**config.mk**
```make
export PLATFORM = sky130hd
export DESIGN_NAME = wdog_timer
export DESIGN_NICKNAME = d
export VERILOG_FILES = /design/src/rtl/wdt_pkg.sv /design/src/rtl/wdt_busy_flag.sv /design/src/rtl/wdt_key_seq.sv /design/src/rtl/wdt_prescale.sv /design/src/rtl/wdog_timer.sv
export SDC_FILE = /design/constraint.sdc
export NUM_CORES = 1
export LEC_CHECK = 0
export BUFFER_PORTS_ARGS = -buffer_cell sky130_fd_sc_hd__buf_2
export CORE_ASPECT_RATIO = 0.5
export CORE_MARGIN = 2
export CORE_UTILIZATION = 40
export DETAILED_ROUTE_END_ITERATION = 8
export PLACE_DENSITY_LB_ADDON = 0.05
export SLEW_MARGIN = 20
export SYNTH_ARGS = -nofsm -noshare
export SYNTH_HDL_FRONTEND = slang
export SYNTH_HIERARCHICAL = 1
export SYNTH_SLANG_ARGS = --single-unit
export TNS_END_PERCENT = 30
```
**constraint.sdc**
```tcl
create_clock -name clk -period 8.1 [get_ports clk]
set_input_delay 1.215 -clock clk [delete_from_list [all_inputs] [get_ports clk]]
set_output_delay 1.215 -clock clk [all_outputs]
set_load 0.1 [all_outputs]
```
**src/rtl/wdt_pkg.sv**
```systemverilog
package wdt_pkg;
  // word addresses of the register port
  localparam int unsigned WA_REV   = 0;
  localparam int unsigned WA_CTRL  = 1;
  localparam int unsigned WA_COUNT = 2;
  localparam int unsigned WA_LOAD  = 3;
  localparam int unsigned WA_KICK  = 4;
  localparam int unsigned WA_SEQ   = 5;
  localparam int unsigned WA_STAT  = 6;

  // sequence-register key words
  localparam logic [31:0] KEY_ARM_A = 32'h0000_BBBB;
  localparam logic [31:0] KEY_ARM_B = 32'h0000_4444;
  localparam logic [31:0] KEY_DIS_A = 32'h0000_AAAA;
  localparam logic [31:0] KEY_DIS_B = 32'h0000_5555;

  // timebase register fields
  localparam int unsigned PRE_EN_BIT = 5;
  localparam int unsigned PRE_P_LSB  = 2;

  // busy-flag index and status bit position
  localparam int unsigned NUM_BUSY = 4;
  localparam int unsigned BI_CTRL  = 0;
  localparam int unsigned BI_LOAD  = 1;
  localparam int unsigned BI_KICK  = 2;
  localparam int unsigned BI_SEQ   = 3;

  function automatic int unsigned busy_addr(input int unsigned idx);
    case (idx)
      BI_CTRL: busy_addr = WA_CTRL;
      BI_LOAD: busy_addr = WA_LOAD;
      BI_KICK: busy_addr = WA_KICK;
      default: busy_addr = WA_SEQ;
    endcase
  endfunction

  function automatic int unsigned busy_stat_bit(input int unsigned idx);
    case (idx)
      BI_CTRL: busy_stat_bit = 0;
      BI_LOAD: busy_stat_bit = 2;
      BI_KICK: busy_stat_bit = 3;
      default: busy_stat_bit = 4;
    endcase
  endfunction

  typedef enum logic [1:0] {
    SEQ_IDLE     = 2'd0,
    SEQ_ARM_HALF = 2'd1,
    SEQ_DIS_HALF = 2'd2
  } seq_state_t;
endpackage

```
**src/rtl/wdt_busy_flag.sv**
```systemverilog
module wdt_busy_flag #(
  parameter int PEND_TICKS = 2
) (
  input  logic clk,
  input  logic rst,
  input  logic start,
  input  logic slow_tick,
  output logic busy
);
  localparam int PW = $clog2(PEND_TICKS + 1);

  logic [PW-1:0] left_q;

  always_ff @(posedge clk) begin
    if (rst)
      left_q <= '0;
    else if (start)
      left_q <= PW'(PEND_TICKS);
    else if (slow_tick && left_q != '0)
      left_q <= left_q - PW'(1);
  end

  assign busy = (left_q != '0);
endmodule

```
**src/rtl/wdt_key_seq.sv**
```systemverilog
module wdt_key_seq
  import wdt_pkg::*;
#(
  parameter int DATA_W = 32
) (
  input  logic              clk,
  input  logic              rst,
  input  logic              wr_en,
  input  logic [DATA_W-1:0] wr_data,
  output logic              armed
);
  seq_state_t st_q;

  logic is_arm_a, is_arm_b, is_dis_a, is_dis_b;
  assign is_arm_a = (wr_data == DATA_W'(KEY_ARM_A));
  assign is_arm_b = (wr_data == DATA_W'(KEY_ARM_B));
  assign is_dis_a = (wr_data == DATA_W'(KEY_DIS_A));
  assign is_dis_b = (wr_data == DATA_W'(KEY_DIS_B));

  always_ff @(posedge clk) begin
    if (rst) begin
      st_q  <= SEQ_IDLE;
      armed <= 1'b0;
    end else if (wr_en) begin
      if (is_arm_a)
        st_q <= SEQ_ARM_HALF;
      else if (is_dis_a)
        st_q <= SEQ_DIS_HALF;
      else begin
        st_q <= SEQ_IDLE;
        if (st_q == SEQ_ARM_HALF && is_arm_b) armed <= 1'b1;
        if (st_q == SEQ_DIS_HALF && is_dis_b) armed <= 1'b0;
      end
    end
  end
endmodule

```
**src/rtl/wdt_prescale.sv**
```systemverilog
module wdt_prescale #(
  parameter int PS_W = 3
) (
  input  logic            clk,
  input  logic            rst,
  input  logic            run,
  input  logic            slow_tick,
  input  logic            pre_en,
  input  logic [PS_W-1:0] pre_p,
  output logic            step_en
);
  localparam int DIV_W = (1 << PS_W) - 1;

  logic [DIV_W-1:0] div_q;
  logic [DIV_W:0]   span;
  logic [DIV_W-1:0] lim;

  assign span = (DIV_W + 1)'(1) << pre_p;
  assign lim  = DIV_W'(span - (DIV_W + 1)'(1));

  assign step_en = run && slow_tick && (!pre_en || div_q == lim);

  always_ff @(posedge clk) begin
    if (rst || !run)
      div_q <= '0;
    else if (slow_tick && pre_en)
      div_q <= (div_q == lim) ? '0 : div_q + DIV_W'(1);
  end
endmodule

```
**src/rtl/wdog_timer.sv**
```systemverilog
module wdog_timer
  import wdt_pkg::*;
#(
  parameter int           ADDR_W     = 3,
  parameter int           DATA_W     = 32,
  parameter int           CNT_W      = 32,
  parameter int           PS_W       = 3,
  parameter int           PEND_TICKS = 2,
  parameter logic [7:0]   REV_CODE   = 8'h31
) (
  input  logic              clk,
  input  logic              rst,
  input  logic              slow_tick,
  input  logic              bus_sel,
  input  logic              bus_we,
  input  logic [ADDR_W-1:0] bus_addr,
  input  logic [DATA_W-1:0] bus_wdata,
  output logic [DATA_W-1:0] bus_rdata,
  output logic              wd_reset
);
  localparam logic [CNT_W-1:0] CNT_TOP = {CNT_W{1'b1}};

  logic              pre_en_q;
  logic [PS_W-1:0]   pre_p_q;
  logic [CNT_W-1:0]  load_q;
  logic [CNT_W-1:0]  cnt_q;
  logic [DATA_W-1:0] kick_q;
  logic              run_q;
  logic              step_en;
  logic              reload;
  logic [NUM_BUSY-1:0] busy_vec;
  logic [NUM_BUSY-1:0] wr_acc;
  logic [DATA_W-1:0]   stat_word;

  // write decode, busy flags and status bits, one per writable register
  for (genvar gi = 0; gi < NUM_BUSY; gi++) begin : g_busy
    localparam bit LOCKS = (gi == BI_CTRL) || (gi == BI_LOAD);
    logic hit;
    assign hit = bus_sel && bus_we && (bus_addr == ADDR_W'(busy_addr(gi)));
    assign wr_acc[gi] = hit && !busy_vec[gi] && !(LOCKS && run_q);

    wdt_busy_flag #(.PEND_TICKS(PEND_TICKS)) u_flag (
      .clk      (clk),
      .rst      (rst),
      .start    (wr_acc[gi]),
      .slow_tick(slow_tick),
      .busy     (busy_vec[gi])
    );
  end

  always_comb begin
    stat_word = '0;
    for (int i = 0; i < NUM_BUSY; i++)
      stat_word[busy_stat_bit(i)] = busy_vec[i];
  end

  wdt_key_seq #(.DATA_W(DATA_W)) u_seq (
    .clk    (clk),
    .rst    (rst),
    .wr_en  (wr_acc[BI_SEQ]),
    .wr_data(bus_wdata),
    .armed  (run_q)
  );

  wdt_prescale #(.PS_W(PS_W)) u_pre (
    .clk      (clk),
    .rst      (rst),
    .run      (run_q),
    .slow_tick(slow_tick),
    .pre_en   (pre_en_q),
    .pre_p    (pre_p_q),
    .step_en  (step_en)
  );

  // configuration registers
  always_ff @(posedge clk) begin
    if (rst) begin
      pre_en_q <= 1'b0;
      pre_p_q  <= '0;
      load_q   <= '0;
      kick_q   <= '0;
    end else begin
      if (wr_acc[BI_CTRL]) begin
        pre_en_q <= bus_wdata[PRE_EN_BIT];
        pre_p_q  <= bus_wdata[PRE_P_LSB +: PS_W];
      end
      if (wr_acc[BI_LOAD]) load_q <= bus_wdata[CNT_W-1:0];
      if (wr_acc[BI_KICK]) kick_q <= bus_wdata;
    end
  end

  assign reload = wr_acc[BI_KICK] && (bus_wdata != kick_q);

  // counter and reset request
  always_ff @(posedge clk) begin
    if (rst) begin
      cnt_q    <= '0;
      wd_reset <= 1'b0;
    end else begin
      wd_reset <= 1'b0;
      if (reload)
        cnt_q <= load_q;
      else if (step_en) begin
        if (cnt_q == CNT_TOP) begin
          cnt_q    <= load_q;
          wd_reset <= 1'b1;
        end else
          cnt_q <= cnt_q + CNT_W'(1);
      end
    end
  end

  // registered read port
  always_ff @(posedge clk) begin
    if (rst)
      bus_rdata <= '0;
    else if (bus_sel && !bus_we) begin
      bus_rdata <= '0;
      case (bus_addr)
        ADDR_W'(WA_REV):   bus_rdata <= DATA_W'(REV_CODE);
        ADDR_W'(WA_CTRL): begin
          bus_rdata[PRE_EN_BIT]          <= pre_en_q;
          bus_rdata[PRE_P_LSB +: PS_W]   <= pre_p_q;
        end
        ADDR_W'(WA_COUNT): bus_rdata <= DATA_W'(cnt_q);
        ADDR_W'(WA_LOAD):  bus_rdata <= DATA_W'(load_q);
        ADDR_W'(WA_KICK):  bus_rdata <= kick_q;
        ADDR_W'(WA_SEQ):   bus_rdata <= DATA_W'(run_q);
        ADDR_W'(WA_STAT):  bus_rdata <= stat_word;
        default:           bus_rdata <= '0;
      endcase
    end
  end
endmodule

```
==> results.yml <==
flow_run:
  drv_cap: 0
floorplan:
  dieHeight_um: 102
  dieArea_um2: 20400
  dieWidth_um: 200
  coreArea_um2: 18600
  start_util: 0.413
  io_pins: 73
  rows: 35
clock_network:
  post_cts_buffers: 0
  root_buffer: "clkbuf_16"
  ctsHoldBuffers: 0
  cts_tree: "yes"
  cts_resized: 0
  htreeDepth: 4
  clk_pin_slew_ps: 60
  cts_buffer_depth: 2
  cts_sinks: 151
  cts_buffers: 17
  clock_latency_ps: 420
timing:
  finalCriticalPeriod_ps: 3840
  max_slew_margin: 0.309
  period_share: 0.474
  final-max-slew-violation-count: 0
  rsz0062_at_grt: "false"
  clock_skew_ps: 8.77
  max_freq_ghz: 0.260
  worstMarginPinSlew_ps: 1030
  setup_tns_ps: 0
  setup_viol: 0
  finalHoldViolations: 0
global_route:
  grt_max_degree: 88
  grt_pass1_vias: 6601
  track_usage: 0.236
  antenna_found_initial: 0
  grt_first_pass_wirelength_um: 37300
  grt_overflow: 0
routing:
  routed-wl-met2_um: 10700
  top_layer_used: "met4"
  wl_met1_um: 11700
  wl_met3_um: 1310
  num_vias: 7053
  vias_per_cell: 5.54
  dr.pass1.iters: 5
  routed_wl_um: 23800
  ant_nets: 0
  wire_per_inst_um: 18.7
  drt-initial-drc-count: 541
  post-route-drc-count: 0
worst_setup_path:
  crit_fanout: 39
  r2r_cells: 8
  worstSetupPathType: "input pin to flip-flop"
  critPathArrivalTime_ps: 4170
  required_ps: 8430
  crit_start: "bus_addr[0]"
  reg2reg_from: "cnt_q[0]"
  crit_path_end: "cnt_q[8]"
  startpoint_type: "input pin"
  reg2reg_slack_ps: 4760
  r2r-end: "cnt_q[7]"
  cp-end-kind: "flip-flop"
pwr:
  power_frac_comb: 0.124
  pwr-share-seq: 0.417
  ir_drop_uv: 121
  power_switching_share: 0.268
  p_leak_nw: 3.33
  internal_power_mw: 1.37
  power_density_nw_per_um2: 211
  p_switching_mw: 0.500
  pwr-share-clk: 0.459
yosys:
  avgSynthCellArea_um2: 7.98
  ys_warn_count: 6
  synthTopCellsByCount: "158 x nand2_1, 151 x dfxtp_1, 125 x a21oi_1"
  syn_area_um2: 7690
  ys_types: 66
  yosys.area.top_type: "dfxtp_1"
  yosysMostFrequentCell: "nand2_1"
  synth.top_cell.area_share: 0.393
  synth_ff_type: "dfxtp_1"
  synth_edf_count: 0
  synth_nets: 1010
  yosysSeqAreaShare: 0.393
  netlist_instances: 964
  synthTopCellsByArea: "dfxtp_1 39%, a21oi_1 8.1%, nand2_1 7.7%"
  synth-seq-cells: 151
  async_flop_share: 0
layout:
  final_area_um2: 8830
  fill_cells: 1869
  areaGrowthSynthToFinish_pct: 14.8
  final_net_count: 1049
  diodes: 0
  drive_above_1_share: 0.140
  finalNonFillerCells: 1273
  final_util: 0.475
run_status:
  outcome: "completed"
place:
  dp_hpwl_um: 17000
  numPortBuffers: 72
  post_dp_cell_area_um2: 8210
  place.gp.congestion: 0.866
  dp.cells: 1243
hold_path:
  holdPathStages: 2
  worstHoldPathType: "flip-flop to flip-flop"
  hold_start: "load_q[9]"
==> state kept, by name, indices dropped and copies added (netlist names) <==
signal	count
bus_rdata	32
cnt_q	32
g_busy.u_flag/left_q	8
kick_q	32
load_q	32
pre_en_q	1
pre_p_q	3
u_pre/div_q	7
u_seq/armed	1
u_seq/st_q	2
wd_reset	1
==> cell type report <==
cell class                      count  area (um2)  share of cell area
Inverter                           24        90.1              0.0102
Timing Repair Buffer               83         445              0.0504
Sequential cell                   151        3020               0.342
Multi-Input combinational cell    726        4330               0.490
Clock buffer                       22         474              0.0537
Clock inverter                      8         146              0.0166
Tap cell                          259         324              0.0367
==> layout by cell type (no fill, tap or decap), types with 9 or more instances in the layout <==
cell         n
inv_1       21
a21oi_1    124
nor3_1      11
a22oi_1     13
nand2_1    158
buf_2       71
nor4_1      12
nand3_1     16
xnor2_1     17
xor2_1      34
nand4_1     20
mux2i_1     41
clkbuf_16   17
nor2_1     116
buf_4       12
a211oi_1    43
o21ai_0      9
and3_1       9
dfxtp_1    151
==> per-stage QoR <==
stage / setup slack (ps) / power, mW / hold slack (ps)
final: 4260 / 1.87 / 477
after CTS: 4280 / 1.88 / 479
after floorplan: 5170 / 0.960 / 445
after global placement: 3910 / 1.02 / 467
after detailed placement: 3830 / 1.03 / 470
after global routing: 4050 / 1.94 / 504
==> per-layer routing <==
layer  vias up  GRT usage
li1       3483          -
met1      3385      0.332
met2       174      0.383
met3        11     0.0434
met4         0     0.0459
met5         -          0
==> power by group through the flow <==
stage / Combinational, mW / Sequential (mW) / Clock [mW]
3_3_place_gp: 0.229 / 0.794 / 0
3_5_place_dp: 0.231 / 0.795 / 0
2_1_floorplan: 0.104 / 0.856 / 0
4_1_cts: 0.233 / 0.778 / 0.872
6_report: 0.232 / 0.778 / 0.856
5_1_grt: 0.251 / 0.781 / 0.905
==> cell families (layout without fill, tap and decap cells) <==
logic type,count (synthesis),after routing,synth area share
AND/OR/NAND/NOR,393,393,0.246
AO/OA/AOI/OAI,232,232,0.188
flip-flops,151,151,0.393
buffers and inverters,87,137,0.0470
XOR/XNOR,51,51,0.0581
multiplexers,44,44,0.0577
adder cells (fa/ha/maj),6,6,0.00976
==> worst min path at each step <==
stage	to	slack (ps)
4_1_cts	load_q[19]	480
5_1_grt	kick_q[7]	500
3_3_place_gp	kick_q[6]	470
3_5_place_dp	load_q[19]	470
2_1_floorplan	cnt_q[21]	440
6_report	cnt_q[9]	480
==> critical path, cell delays in order <==
cell	delay, ps
buf_2	80
buf_4	480
nor2_1	200
nand4_1	140
buf_4	360
clkinv_1	170
o21ai_2	80
buf_4	340
and2_1	650
mux2i_1	160
a311oi_1	260
Note: power is estimated with default switching activity, not from simulation.
